## src/rtl/slow_tick_pkg.sv

```systemverilog
package slow_tick_pkg;
  // Control-to-datapath strobes
  typedef struct packed {
    logic runEn;    // divider allowed to count
    logic fastSel;  // 1 selects the short period
    logic restart;  // one-cycle request to clear the count
  } tickCtrl_t;

  // Bit positions decoded by software
  localparam int PWR_EN_BIT  = 8;
  localparam int CLK_EN_BIT  = 15;
  localparam int CLK_FST_BIT = 14;
endpackage

```

## src/rtl/slow_tick_ctrl.sv

```systemverilog
module slow_tick_ctrl
  import slow_tick_pkg::*;
#(
  parameter int ADDR_W = 8,
  parameter int DATA_W = 16,
  parameter logic [ADDR_W-1:0] PWR_ADDR = 8'h0B,
  parameter logic [ADDR_W-1:0] CLK_ADDR = 8'h28
) (
  input  logic              clk,
  input  logic              rst,
  input  logic              regWrEn,
  input  logic [ADDR_W-1:0] regAddr,
  input  logic [DATA_W-1:0] regWrData,
  output logic [DATA_W-1:0] regRdData,
  output tickCtrl_t         ctrlStrb
);
  logic enBit;
  logic rateBit;
  logic hitPwr;
  logic hitClk;
  logic wrPwr;
  logic wrClk;
  logic nextEn;
  logic nextRate;

  assign hitPwr = (regAddr == PWR_ADDR);
  assign hitClk = (regAddr == CLK_ADDR);
  assign wrPwr  = regWrEn && hitPwr;
  assign wrClk  = regWrEn && hitClk;

  always_comb begin
    nextEn   = enBit;
    nextRate = rateBit;
    if (wrPwr) begin
      nextEn = regWrData[PWR_EN_BIT];
    end else if (wrClk) begin
      nextEn   = regWrData[CLK_EN_BIT];
      nextRate = regWrData[CLK_FST_BIT];
    end
  end

  always_ff @(posedge clk) begin
    if (rst) begin
      enBit   <= 1'b0;
      rateBit <= 1'b0;
    end else begin
      enBit   <= nextEn;
      rateBit <= nextRate;
    end
  end

  always_comb begin
    regRdData = '0;
    if (hitPwr) begin
      regRdData[PWR_EN_BIT] = enBit;
    end else if (hitClk) begin
      regRdData[CLK_EN_BIT]  = enBit;
      regRdData[CLK_FST_BIT] = rateBit;
    end
  end

  always_comb begin
    ctrlStrb.runEn   = enBit;
    ctrlStrb.fastSel = rateBit;
    ctrlStrb.restart = wrClk && (nextRate != rateBit);
  end
endmodule

```

## src/rtl/slow_tick_dp.sv

```systemverilog
module slow_tick_dp
  import slow_tick_pkg::*;
#(
  parameter int SLOW_SHIFT = 21,
  parameter int FAST_SHIFT = 19
) (
  input  logic      clk,
  input  logic      rst,
  input  tickCtrl_t ctrlStrb,
  output logic      tick
);
  localparam int CNT_W = SLOW_SHIFT;
  localparam logic [CNT_W-1:0] SLOW_LAST = {CNT_W{1'b1}};
  localparam logic [CNT_W-1:0] FAST_LAST = CNT_W'((64'd1 << FAST_SHIFT) - 64'd1);

  logic [CNT_W-1:0] cnt;
  logic [CNT_W-1:0] termCnt;
  logic             atTerm;
  logic             tickQ;

  generate
    if (FAST_SHIFT == SLOW_SHIFT) begin : g_sameRate
      assign termCnt = SLOW_LAST;
    end else begin : g_twoRate
      assign termCnt = ctrlStrb.fastSel ? FAST_LAST : SLOW_LAST;
    end
  endgenerate

  assign atTerm = (cnt == termCnt);

  always_ff @(posedge clk) begin
    if (rst || !ctrlStrb.runEn || ctrlStrb.restart) begin
      cnt   <= '0;
      tickQ <= 1'b0;
    end else if (atTerm) begin
      cnt   <= '0;
      tickQ <= 1'b1;
    end else begin
      cnt   <= cnt + 1'b1;
      tickQ <= 1'b0;
    end
  end

  assign tick = tickQ;
endmodule

```

## src/rtl/slow_tick_gen.sv

```systemverilog
module slow_tick_gen
  import slow_tick_pkg::*;
#(
  parameter int ADDR_W = 8,
  parameter int DATA_W = 16,
  parameter logic [ADDR_W-1:0] PWR_ADDR = 8'h0B,
  parameter logic [ADDR_W-1:0] CLK_ADDR = 8'h28,
  parameter int SLOW_SHIFT = 21,
  parameter int FAST_SHIFT = 19
) (
  input  logic              clk,
  input  logic              rst,
  input  logic              regWrEn,
  input  logic [ADDR_W-1:0] regAddr,
  input  logic [DATA_W-1:0] regWrData,
  output logic [DATA_W-1:0] regRdData,
  output logic              tick
);
  tickCtrl_t ctrlStrb;

  slow_tick_ctrl #(
    .ADDR_W(ADDR_W), .DATA_W(DATA_W),
    .PWR_ADDR(PWR_ADDR), .CLK_ADDR(CLK_ADDR)
  ) u_ctrl (
    .clk(clk), .rst(rst), .regWrEn(regWrEn), .regAddr(regAddr),
    .regWrData(regWrData), .regRdData(regRdData), .ctrlStrb(ctrlStrb)
  );

  slow_tick_dp #(
    .SLOW_SHIFT(SLOW_SHIFT), .FAST_SHIFT(FAST_SHIFT)
  ) u_dp (
    .clk(clk), .rst(rst), .ctrlStrb(ctrlStrb), .tick(tick)
  );
endmodule

```

## config.mk

```make
export PLATFORM = sky130hd
export DESIGN_NAME = slow_tick_gen
export DESIGN_NICKNAME = d
export VERILOG_FILES = /design/src/rtl/slow_tick_pkg.sv /design/src/rtl/slow_tick_ctrl.sv /design/src/rtl/slow_tick_dp.sv /design/src/rtl/slow_tick_gen.sv
export SDC_FILE = /design/constraint.sdc
export NUM_CORES = 1
export LEC_CHECK = 0
export ABC_AREA = 1
export BUFFER_PORTS_ARGS = -buffer_cell sky130_fd_sc_hd__buf_2
export CORE_MARGIN = 5
export CORE_UTILIZATION = 24
export CTS_CLUSTER_DIAMETER = 60
export DETAILED_ROUTE_END_ITERATION = 12
export GPL_TIMING_DRIVEN = 0
export MAX_ROUTING_LAYER = met4
export SYNTH_ARGS = -nofsm -noshare
export SYNTH_HDL_FRONTEND = slang
export SYNTH_SLANG_ARGS = --single-unit
```

## constraint.sdc

```tcl
create_clock -name clk -period 3.1 [get_ports clk]
set_input_delay 0.31 -clock clk [delete_from_list [all_inputs] [get_ports clk]]
set_output_delay 0.31 -clock clk [all_outputs]
set_load 0.03 [all_outputs]
```

-- Word level (Yosys, flattened, before mapping)
Cells that the tools add are included.
- multipliers: 0
- equal/unequal tests: 4
- muxes and demuxes: 9
- divide/modulo/power cells: 0
- add/subtract/negate cells: 1
- reduce and logical (&&, ||, !) cells: 8
- bitwise operators: 0
- shifts and indexed selects: 0
- $lt $le $gt $ge: 0
- operators with widths (kind ; count):
    adder 21 x 1 -> 21 bit (second input constant) ; 1
    == test 21 bit ; 1
    2-to-1 mux 21 bit ; 1
    == test 8 x 4 -> 1 bit (second input constant) ; 1
    == test 8 x 6 -> 1 bit (second input constant) ; 1
    2-to-1 mux 1 bit ; 6
    2-to-1 mux 2 bit ; 2
    logical AND 1 bit ; 3
    logical OR 1 bit ; 2
    nonzero test 2 bit ; 1
    OR reduction 2 bit ; 1
    logical NOT 1 bit ; 1
    inequality test 1 bit ; 1
- logic and storage cells: 26
- memories: 0
- input bits: 27
- ROM bits: 0
- RAM bits: 0
- register bits: 24
- latch bits: 0
- output and inout port bits: 17

-- Logic depth before layout (Yosys ltp)
Gate-level depths: netlist of the first run.
- word-level depth: 8
- mapped depth: 10
- mapped depth without buffers: 10

-- By module
From an unflattened synthesis of the first run, not the netlist that was laid out.
- cells, all modules: 218
- area, all modules: 1446.4 sq um
- by module, submodules not included (module ; area each (sq um) ; instances ; sequential area each (sq um) ; cells each):
    slow_tick_dp ; 1097.3 ; 1 ; 440.4 ; 162
    slow_tick_ctrl ; 349.1 ; 1 ; 40.0 ; 56

-- Worst setup path after synthesis of the first run
Ideal clock, no wire load.
- path type: input -> output
- from: input port regAddr[2]
- to: output port regRdData[14]
- slack: 1.408 ns
- required time: 2.790 ns
- buffers on the path: 0
- arrival: 1.382 ns
- stages: 5
- path through: inv_1 > nand2_1 > nor2_1 > nand2_1 > nor3_1
- longest elaborated chain between the ends: 3
- elaborated cells between the ends (all ways): 4
- those cells by class: 2 x eq/ne; 2 x mux
- RTL lines (element ; RTL line ; text):
    start: declaration ; slow_tick_gen.sv:14 ; input logic [ADDR_W-1:0] regAddr,
    == test 8 x 6 -> 1 bit ; slow_tick_ctrl.sv:27 ; assign hitClk = (regAddr == CLK_ADDR);
    2-to-1 mux 2 bit ; slow_tick_ctrl.sv:56 ; end else if (hitClk) begin
    2-to-1 mux 2 bit (*) ; slow_tick_ctrl.sv:54 ; if (hitPwr) begin
    end: declaration ; slow_tick_gen.sv:16 ; output logic [DATA_W-1:0] regRdData,
Mark *: on every way between the ends. The rest lies on a longest branch, timed or not.

-- Worst setup path after layout of the first run
- from: register u_dp.cnt[0]
- to: register u_dp.cnt[7]
- longest elaborated chain between the ends: 2
- elaborated cells between the ends (all ways): 3
- those cells by class: 1 x add/sub; 1 x eq/ne; 1 x reduce/logical
- RTL lines (element ; RTL line ; text):
    start: declaration ; slow_tick_dp.sv:16 ; logic [CNT_W-1:0] cnt;
    start signal: assignment ; slow_tick_dp.sv:39 ; cnt <= cnt + 1'b1;
    branches (longest 2 deep; another with adder 21 x 1 -> 21 bit) ; - ;
Several ways; the timed one is not identified.
A chain may end at the register's enable or synchronous reset.

==> results by group, run 1 <==
Status
  – Outcome: completed

Setup path
  – CP Buf/Inv Count: 2
  – Max incr delay on CP: approximately 440 ps
  – Crit Path Category: reg2reg
  – WP data required: 3260 ps
  – R2R Path End: u_dp.cnt[7]
  – Max FO, Critical Path: 10
  – Reg-to-reg startpoint: u_dp.cnt[0]
  – Flop-to-flop setup slack: 1350 ps
  – CP Capture Type: flip-flop
  – Cell family with most CP delay: simple AND/OR/NAND/NOR gates
  – Slowest-stage cell, CP: dfxtp_1
  – Critical Path Source Type: flip-flop
  – Cell Chain, Critical Path: ha_1 > nand3_2 > inv_2 > nand2_4 > nor2_4 > nand2_2 > nand3_4 > buf_12 > nor2_2
  – R2R cell count: 9
  – Crit path DAT: 1910 ps

Floorplan
  – # IOs: 44
  – Initial Utilization: 24.2%
  – Row count: 29
  – Core ar.: ~6200 um2
  – Die area: 7990 um2
  – Die H: 89.4 um
  – Die X-Extent: ~90 um

Place
  – Dpl ws: 1380 ps
  – Port Buf Inserts: 17
  – Detailed placement HPWL: 2.37 mm
  – Routability cong.: 0.876

Clocking
  – Longest Clk Path Bufs: 2
  – CTS tree: built
  – Htree depth: 1
  – Root buf cell: clkbuf_8
  – PostCTS Resize Cnt: 0
  – CTS buffer count: 3
  – CTS sink cnt: 24
  – Clock transition at path regs: ~90 ps
  – Post-CTS Repair Setup Buffers: 0
  – Later-pin clock latency in the skew report: about 270 ps
  – Hold-fix buffers, CTS: 0

Timing
  – RSZ-0062 raised after global routing: false
  – Final setup vio count: 0
  – Minimum clock period: 1750 ps
  – Post-route clock period utilization: 56.4%
  – Post-Route Skew: 8.33 ps
  – Setup WS post-layout: ~1400 ps
  – Hold Violations, Final: 0
  – F_max: 572 MHz
  – Slew Limit Fails: 0
  – Final setup TNS: 0 ps

Global routing
  – Global routing's busiest layer: met2
  – Gr ovfl total: 0
  – Largest net degree at the start of global routing: 15
  – Met3 Track Usage GR: 1.66%
  – Routing usage on met1: 10.1%
  – M2 GR Usage: 12.3%
  – Initial antenna violation count: 0
  – Global-route wire length before repair: 4.97 mm
  – Vias in the first global route: between 1,000 and 1,500
  – Gr usage total: about 8%

Cells and area
  – Filler instances: just over 700
  – Layout area overhead: 19.7%
  – Fraction of layout cells with a size suffix above 1: about 19%
  – Most common cell after layout, fill and taps aside: nand2_1
  – Area of the multi-input gates: 835 um2
  – Register area: 480 um2
  – Highest-count cells in the layout ignoring fill and taps: 64 x nand2_1, 44 x nor2_1, 32 x inv_1
  – Number of diodes: 0
  – # nets final: a little under 300

Yosys
  – Register area share after synthesis: a little under a third
  – Synth Warn #: 0
  – Synth area leader: dfxtp_1
  – Syn_area_per_cell: 6.46 um2
  – Top cells by area, synth: dfxtp_1 32%, nand2_1 16%, nor2_1 11%
  – Top-area cell type share of the netlist area: approximately a third
  – Seq cells post-synth: 24
  – Mapped cell area: 1510 um2
  – Unique masters post-synth: 24
  – Synth Instances: about 230

Worst hold path
  – Hold Startpoint: regWrData[14]
  – WHS Path Cells: 2
  – Hold Crit Endpoint: u_ctrl.rateBit
  – Worst min-delay path class: in2reg

Drt
  – DR DRC count: 0
  – Post-route ant nets: 0
  – Final wirelength: around 2.8 mm
  – Via density: just under 4
  – Drt pass-1 iters: 4
  – DR vias: 1,331
  – Routed wire length per instance: approximately 8.3 um
  – Iter 0 DRT Violations: 63

Pwr
  – Pleak: approximately 0.76 nW
  – Tot Pwr: 0.000631 W
  – Power Density: approximately 350 nW/um2
  – VDD IR max: about 0.26 mV

Job
  – Number of max-cap violations: 0
area by class of cell:
cell class	instances	area share [%]
Multi-Input combinational cell	175	46.1
Sequential cell	24	26.6
Inverter	33	6.85
Buffer	14	6.50
Tap cell	77	5.33
Timing Repair Buffer	17	4.70
Clock buffer	3	2.28
Clock inverter	1	1.66
where the power goes:
group | total (W) | internal [W] | switching [W]
clock | 0.000273 | 0.000173 | 0.000100
sequential | 0.000308 | 0.000308 | 0.0000000869
combinational | 0.0000497 | 0.0000192 | 0.0000306
total | 0.000631 | 0.000500 | 0.000131
cells by family after synthesis:
family / share of synthesized area [%]
simple gates: 41.6
buf+inv: 16.0
flops: 31.8
xor+xnor: 7.53
compound gates: 1.99
fa+ha+maj: 0.828
other cells: 0.248
Yosys cell counts:
cell and n:
nand3_2 1, xor2_1 8, dfxtp_1 24, nor3_1 3, nor2_1 44, xnor2_1 5, buf_4 13, nor2_2 11
o21a_1 1, a21oi_1 1, nor2_4 1, inv_2 1, nand3_1 13, ha_1 1, buf_12 1, nand2_4 1
inv_1 32, conb_1 1, o21bai_1 1, o21ai_0 2, nand4_1 3, nand2_2 1, nand3_4 1, nand2_1 64
per-stage QoR:
step,instances,hold WS (ps),util (%),cell area [um2]
floorplan,246,434,-,1560
global placement,340,495,27.8,1740
detailed placement,340,497,27.8,1740
CTS,344,268,29.0,1810
global route,344,268,29.0,1810
finish,344,273,29.0,1810
metal layers:
metal | wire, um | vias to the layer above
met2 | 1240 | 28
met1 | 1420 | 553
met4 | 46 | 0
met5 | 0 | -
met3 | 140 | 6
li1 | - | 744
how the worst max path moves through the flow:
stage	start	endpoint	slack, ps	depth (start not counted)
after global placement	u_dp.cnt[0]	u_dp.cnt[9]	1370	9
after CTS	u_dp.cnt[0]	u_dp.cnt[7]	1340	9
final	u_dp.cnt[0]	u_dp.cnt[7]	1350	9
after floorplan	regAddr[2]	regRdData[14]	1410	5
after detailed placement	u_dp.cnt[0]	u_dp.cnt[9]	1380	9
after global routing	u_dp.cnt[0]	u_dp.cnt[6]	1180	9
flip-flops by register name, indices dropped and copies added (netlist names):
signal / flops
u_ctrl.enBit: 1
u_ctrl.rateBit: 1
u_dp.tick: 1
u_dp.cnt: 21
Note: power is estimated with default switching activity, not from simulation.
==> inputs of run 2 (changes only) <==
ABC_AREA = 0   (was 1)
clock period = 1.7 ns   (was 3.1 ns; I/O delays follow)
==> run 2 against run 1 <==
Compared with the run above: die area down 10%; setup slack worse by 1300 ps; sequential power up 80%; first-iteration DRC count down 78%; clock skew down 5.5 ps; count of clock-buffer cells in the layout unchanged; critical path type unchanged.
==> results by group, run 2 <==
Timing
  – Slew Limit Fails: 0
  – Post-Route Skew: roughly 2.8 ps
  – Minimum clock period: 1690 ps
  – WHS: around 90 ps
  – RSZ-0062 raised after global routing: true
  – Post-route clock period utilization: 99.4%
  – Final setup TNS: 0 ps
  – Final setup vio count: 0
  – Hold Violations, Final: 0
  – F_max: 592 MHz

Cells and area
  – Number of diodes: 0
  – Filler instances: 561
  – Area of the multi-input gates: approximately 840 um2
  – Max reg flops: 21
  – Fraction of layout cells with a size suffix above 1: 43.9%
  – # nets final: 234
  – Layout Cells excl Fill: 277
  – Highest-count cells in the layout ignoring fill and taps: 30 x buf_4, 17 x buf_2, 13 x conb_1
  – Most common cell after layout, fill and taps aside: buf_4
  – Biggest register: u_dp.cnt
  – Register area: 508 um2
  – Layout area overhead: 41.5%

Place
  – Detailed placement HPWL: 2.06 mm
  – Placed Instances: 255
  – Port Buf Inserts: 17
  – Routability cong.: 0.730

Setup path
  – Max FO, Critical Path: 5
  – Max incr delay on CP: approximately 530 ps
  – CP Capture Type: flip-flop
  – Crit Path Category: reg2reg
  – Critical Path Source Type: flip-flop
  – WP data required: roughly 1900 ps
  – Cell Chain, Critical Path: nand3_2 > or4_4 > buf_6 > or3b_1 > a21oi_2
  – Crit path DAT: between 1500 and 2000 ps
  – Slowest-stage cell, CP: or4_4

Yosys
  – Top-area cell type share of the netlist area: 36.0%
  – Most frequent cells after synthesis: 24 x dfxtp_1, 17 x nor2_1, 13 x buf_4
  – Synth Warn #: 0
  – Synth area leader: dfxtp_1
  – Mapped cell area: around 1300 um2
  – Top-count cell post-synth: dfxtp_1
  – Register area share after synthesis: 36.0%
  – Syn_area_per_cell: 8.66 um2
  – Synth Instances: 154
  – Async set or reset register ratio after synthesis: 0%
  – Top cells by area, synth: dfxtp_1 36%, buf_4 7.3%, xor2_1 5.3%
  – Number of flops mapped to enable cells by yosys: 0
  – Main synth FF type: dfxtp_1
  – Unique masters post-synth: between 40 and 50
  – Seq cells post-synth: 24

Drt
  – Post-route ant nets: 0
  – DR DRC count: 0
  – DR vias: about 1,200
  – Final wirelength: 3.10 mm
  – Drt pass-1 iters: 4
  – Routed wire length per instance: 11.2 um
  – Via density: 4.37
  – Iter 0 DRT Violations: 14

Global routing
  – Global-route wire length before repair: 4.91 mm
  – Initial antenna violation count: 0
  – Vias in the first global route: about 1,100
  – Gr ovfl total: 0
  – Gr usage total: around 8.3%
  – Largest net degree at the start of global routing: 15

Clocking
  – CTS buffer count: 3
  – Later-pin clock latency in the skew report: between 200 and 300 ps
  – Hold-fix buffers, CTS: 0
  – Root buf cell: clkbuf_8
  – Clock transition at path regs: 90 ps
  – CTS tree: built
  – Longest Clk Path Bufs: 2
  – Htree depth: 1
  – CTS sink cnt: 24

Floorplan
  – Die H: 84.6 um
  – Row count: 27
  – Initial Utilization: 24.5%
  – Core ar.: 5440 um2
  – # IOs: 44
  – Die X-Extent: 84.6 um
  – Die area: 7150 um2

Pwr
  – Power Density: 612 nW/um2
  – VDD IR max: 0.434 mV
  – Pleak: 0.732 nW

Worst hold path
  – Worst min-delay path class: in2reg

Job
  – Number of max-cap violations: 0

Status
  – Outcome: completed
==> run 2: worst max-delay path, delay by kind of cell (launching register included) <==
kind | cells | cell delay [ps]
buf+inv | 1 | 150
compound gates | 1 | 120
simple gates | 3 | 1010
flops | 1 | 350
==> run 2: report_power, final <==
group | total, W | internal [W] | switching, W
Combinational | 0.0000904 | 0.0000357 | 0.0000547
Clock | 0.000510 | 0.000315 | 0.000195
Sequential | 0.000555 | 0.000555 | 0.000000174
==> run 2: metal layers <==
layer	GRT usage (%)	wire length [um]	vias up
li1	-	-	626
met1	10.2	1360	556
met2	13.9	1570	29
met3	2.75	176	0
met4	0.576	0	0
met5	-	0	-
==> run 2: worst paths after layout <==
check	startpoint	end	slack, ps	cells past startpoint
worst max-delay path	u_dp.cnt[12]	u_dp.cnt[19]	10	5
worst min-delay path	rst	u_ctrl.rateBit	90	2
worst max register to register	u_dp.cnt[12]	u_dp.cnt[19]	10	5
worst min register to register	u_dp.cnt[18]	u_dp.cnt[18]	500	2
==> run 2: layout make-up <==
cell class / count / area share, %
clock inverter: 1 / 1.59
timing repair buffer: 36 / 12.5
buffer: 17 / 7.36
multi-input combinational: 122 / 44.3
inverter: 2 / 0.398
tap: 72 / 4.77
sequential: 24 / 26.9
clock buffer: 3 / 2.19
==> run 2: through the flow <==
stage          cell area (um2)  total power [W]  setup slack [ps]  utilization [%]
3_3_place_gp              1560         0.000662              -262             28.6
6_report                  1890          0.00116              10.7             34.7
2_1_floorplan             1380         0.000643              10.9                -
3_5_place_dp              1560         0.000663              -277             28.6
4_1_cts                   1760          0.00117              3.77             32.4
5_1_grt                   1890          0.00120             -58.5             34.7
==> run 2: logic make-up (layout without fill, tap and decap cells) <==
kind of cell	after synthesis	after routing	share of synthesized area (%)
AND/OR/NAND/NOR	72	72	31.3
flip-flops	24	24	36.0
AO/OA/AOI/OAI	20	20	10.7
buffers and inverters	20	59	9.94
XOR/XNOR	13	13	8.54
multiplexers	3	3	2.25
adder cells (fa/ha/maj)	1	1	0.938
other	1	13	0.281
==> run 2: repair_timing <==
item / 4_1_cts / 5_1_grt
buffers inserted: 10 / 8
pin swaps: 5 / 4
gates cloned: 0 / 1
resized for setup: 21 / 22
endpoints found under the setup margin: 19 / 21
==> inputs of run 3 (changes only) <==
CORE_UTILIZATION = 35   (was 24)
PLACE_DENSITY = 0.59   (was default)
==> run 3 against run 2 <==
Compared with the run above: the flow now finishes with violations (negative setup slack); first-iteration DRC count grew to 3.1 times the previous value; setup slack worse by 11 ps; sequential cell count stayed put; critical path type unchanged; critical endpoint is now u_dp.cnt[16]; largest power group unchanged; highest routed layer is now met4.
==> results by group, run 3 (synthesis gave the netlist of run 2 again) <==
Status
  – Outcome: finished, violations left
  – Failing checks: negative setup slack

Cells and area
  – Final core occ: 48.6%
  – Highest-count cells in the layout ignoring fill and taps: 26 x buf_4, 17 x buf_2, 14 x nor2_1
  – Fraction of layout cells with a size suffix above 1: 42.0%
  – Most common cell after layout, fill and taps aside: buf_4
  – # nets final: 229
  – Layout Cells excl Fill: 248
  – Post-route cell area: 1790 um2
  – Max reg flops: 21
  – Number of diodes: 0
  – Biggest register: u_dp.cnt
  – Layout area overhead: 34.4%
  – Filler instances: 371

Clocking
  – CTS sink cnt: 24
  – Htree depth: 1
  – Root buf cell: clkbuf_8
  – CTS tree: built
  – Later-pin clock latency in the skew report: ~270 ps
  – Hold-fix buffers, CTS: 0
  – CTS buffer count: 3
  – Longest Clk Path Bufs: 2
  – Clock transition at path regs: 90 ps

Place
  – Placed Instances: 231
  – Routability cong.: 0.802
  – Detailed placement HPWL: between 2 and 2.5 mm
  – Post-DP Area: about 1500 um2
  – Port Buf Inserts: 17

Setup path
  – Crit Path Category: reg2reg
  – Reg-to-reg startpoint: u_dp.cnt[1]
  – Max FO, Critical Path: 8
  – Crit path launch: u_dp.cnt[1]
  – Flop-to-flop setup slack: -0.2 ps
  – CP Buf/Inv Count: 2
  – Crit path DAT: 1860 ps
  – Cell Chain, Critical Path: ha_4 > and4_4 > buf_8 > o211ai_1 > o221ai_4 > buf_6 > a21oi_1
  – WP data required: 1860 ps
  – CP Capture Type: flip-flop
  – Critical Path Source Type: flip-flop
  – Max incr delay on CP: 370 ps
  – Cell family with most CP delay: compound AO/OA/AOI/OAI gates
  – Slowest-stage cell, CP: dfxtp_2

Timing
  – Post-route clock period utilization: 100%
  – F_max: 588 MHz
  – Hold Violations, Final: 0
  – Minimum clock period: 1700 ps
  – Post-Route Skew: 3.95 ps
  – Setup WS post-layout: -0.218 ps
  – Slew Limit Fails: 0
  – RSZ-0062 raised after global routing: true
  – Final setup vio count: 1

Global routing
  – Initial antenna violation count: 0
  – Global-route wire length before repair: 5.29 mm
  – Gr usage total: 13.2%
  – Largest net degree at the start of global routing: 14
  – Gr ovfl total: 0
  – Vias in the first global route: 1,232

Floorplan
  – Initial Utilization: 36.2%
  – Die H: between 70 and 80 um
  – Row count: 22
  – # IOs: 44
  – Core ar.: between 3000 and 4000 um2
  – Die X-Extent: 71.7 um
  – Die area: roughly 5100 um2

Drt
  – Iter 0 DRT Violations: 44
  – Via density: around 5.0
  – Post-route ant nets: 0
  – DR vias: 1,231
  – Routed wire length per instance: between 10 and 15 um
  – Final wirelength: roughly 3.1 mm
  – Drt pass-1 iters: 4
  – DR DRC count: 0

Pwr
  – Power Density: 585 nW/um2
  – Pleak: 0.702 nW
  – VDD IR max: 0.278 mV

Worst hold path
  – Worst min-delay path class: in2reg
  – Hold Startpoint: rst

Job
  – Number of max-cap violations: 0
==> run 3: layout make-up <==
type                       instances  area (um2)  area share [%]
buffer                            16         135            7.54
sequential                        24         509            28.4
multi-input combinational        122         821            45.8
clock buffer                       4        55.1            3.07
timing repair buffer              32         205            11.4
tap                               48        60.1            3.35
inverter                           2        7.51           0.419
==> run 3: metal layers <==
layer | up-vias | GRT usage (%) | part of all wire [%]
li1 | 618 | - | -
met4 | 0 | 5.85 | 1.9
met3 | 5 | 2.10 | 3.7
met5 | - | - | 0
met2 | 29 | 24.5 | 51
met1 | 579 | 13.5 | 43
==> run 3: power breakdown <==
part | total, W | internal (W) | switching [W] | leakage [nW]
clock network | 0.000404 | 0.000207 | 0.000196 | 0.0288
registers | 0.000555 | 0.000555 | 0.000000171 | 0.202
logic | 0.0000899 | 0.0000354 | 0.0000544 | 0.471
==> run 3: final timing paths <==
check	endpoint	cells past startpoint
hold / removal	u_ctrl.enBit	2
hold reg to reg	u_dp.cnt[0]	1
setup reg to reg	u_dp.cnt[16]	7
setup / recovery	u_dp.cnt[16]	7
==> run 3: metrics by stage <==
| step | power [W] | setup WS [ps] | hold slack (ps) | TNS [ps] |
|---|---|---|---|---|
| final | 0.00105 | -0.218 | 77.1 | -0.218 |
| after global routing | 0.00108 | -75.4 | 89.0 | -929 |
| after CTS | 0.00106 | 9.30 | 80.5 | 0 |
| after detailed placement | 0.000663 | -230 | 379 | -3200 |
| after global placement | 0.000662 | -225 | 374 | -3150 |
| after floorplan | 0.000643 | 10.9 | 242 | 0 |
==> run 3: timing repair <==
action,CTS,global route
buffers inserted,12,2
pin swaps,3,5
gates resized for setup,28,12
setup endpoints to repair,19,17
hold endpoints to repair,0,0
cloned,1,0
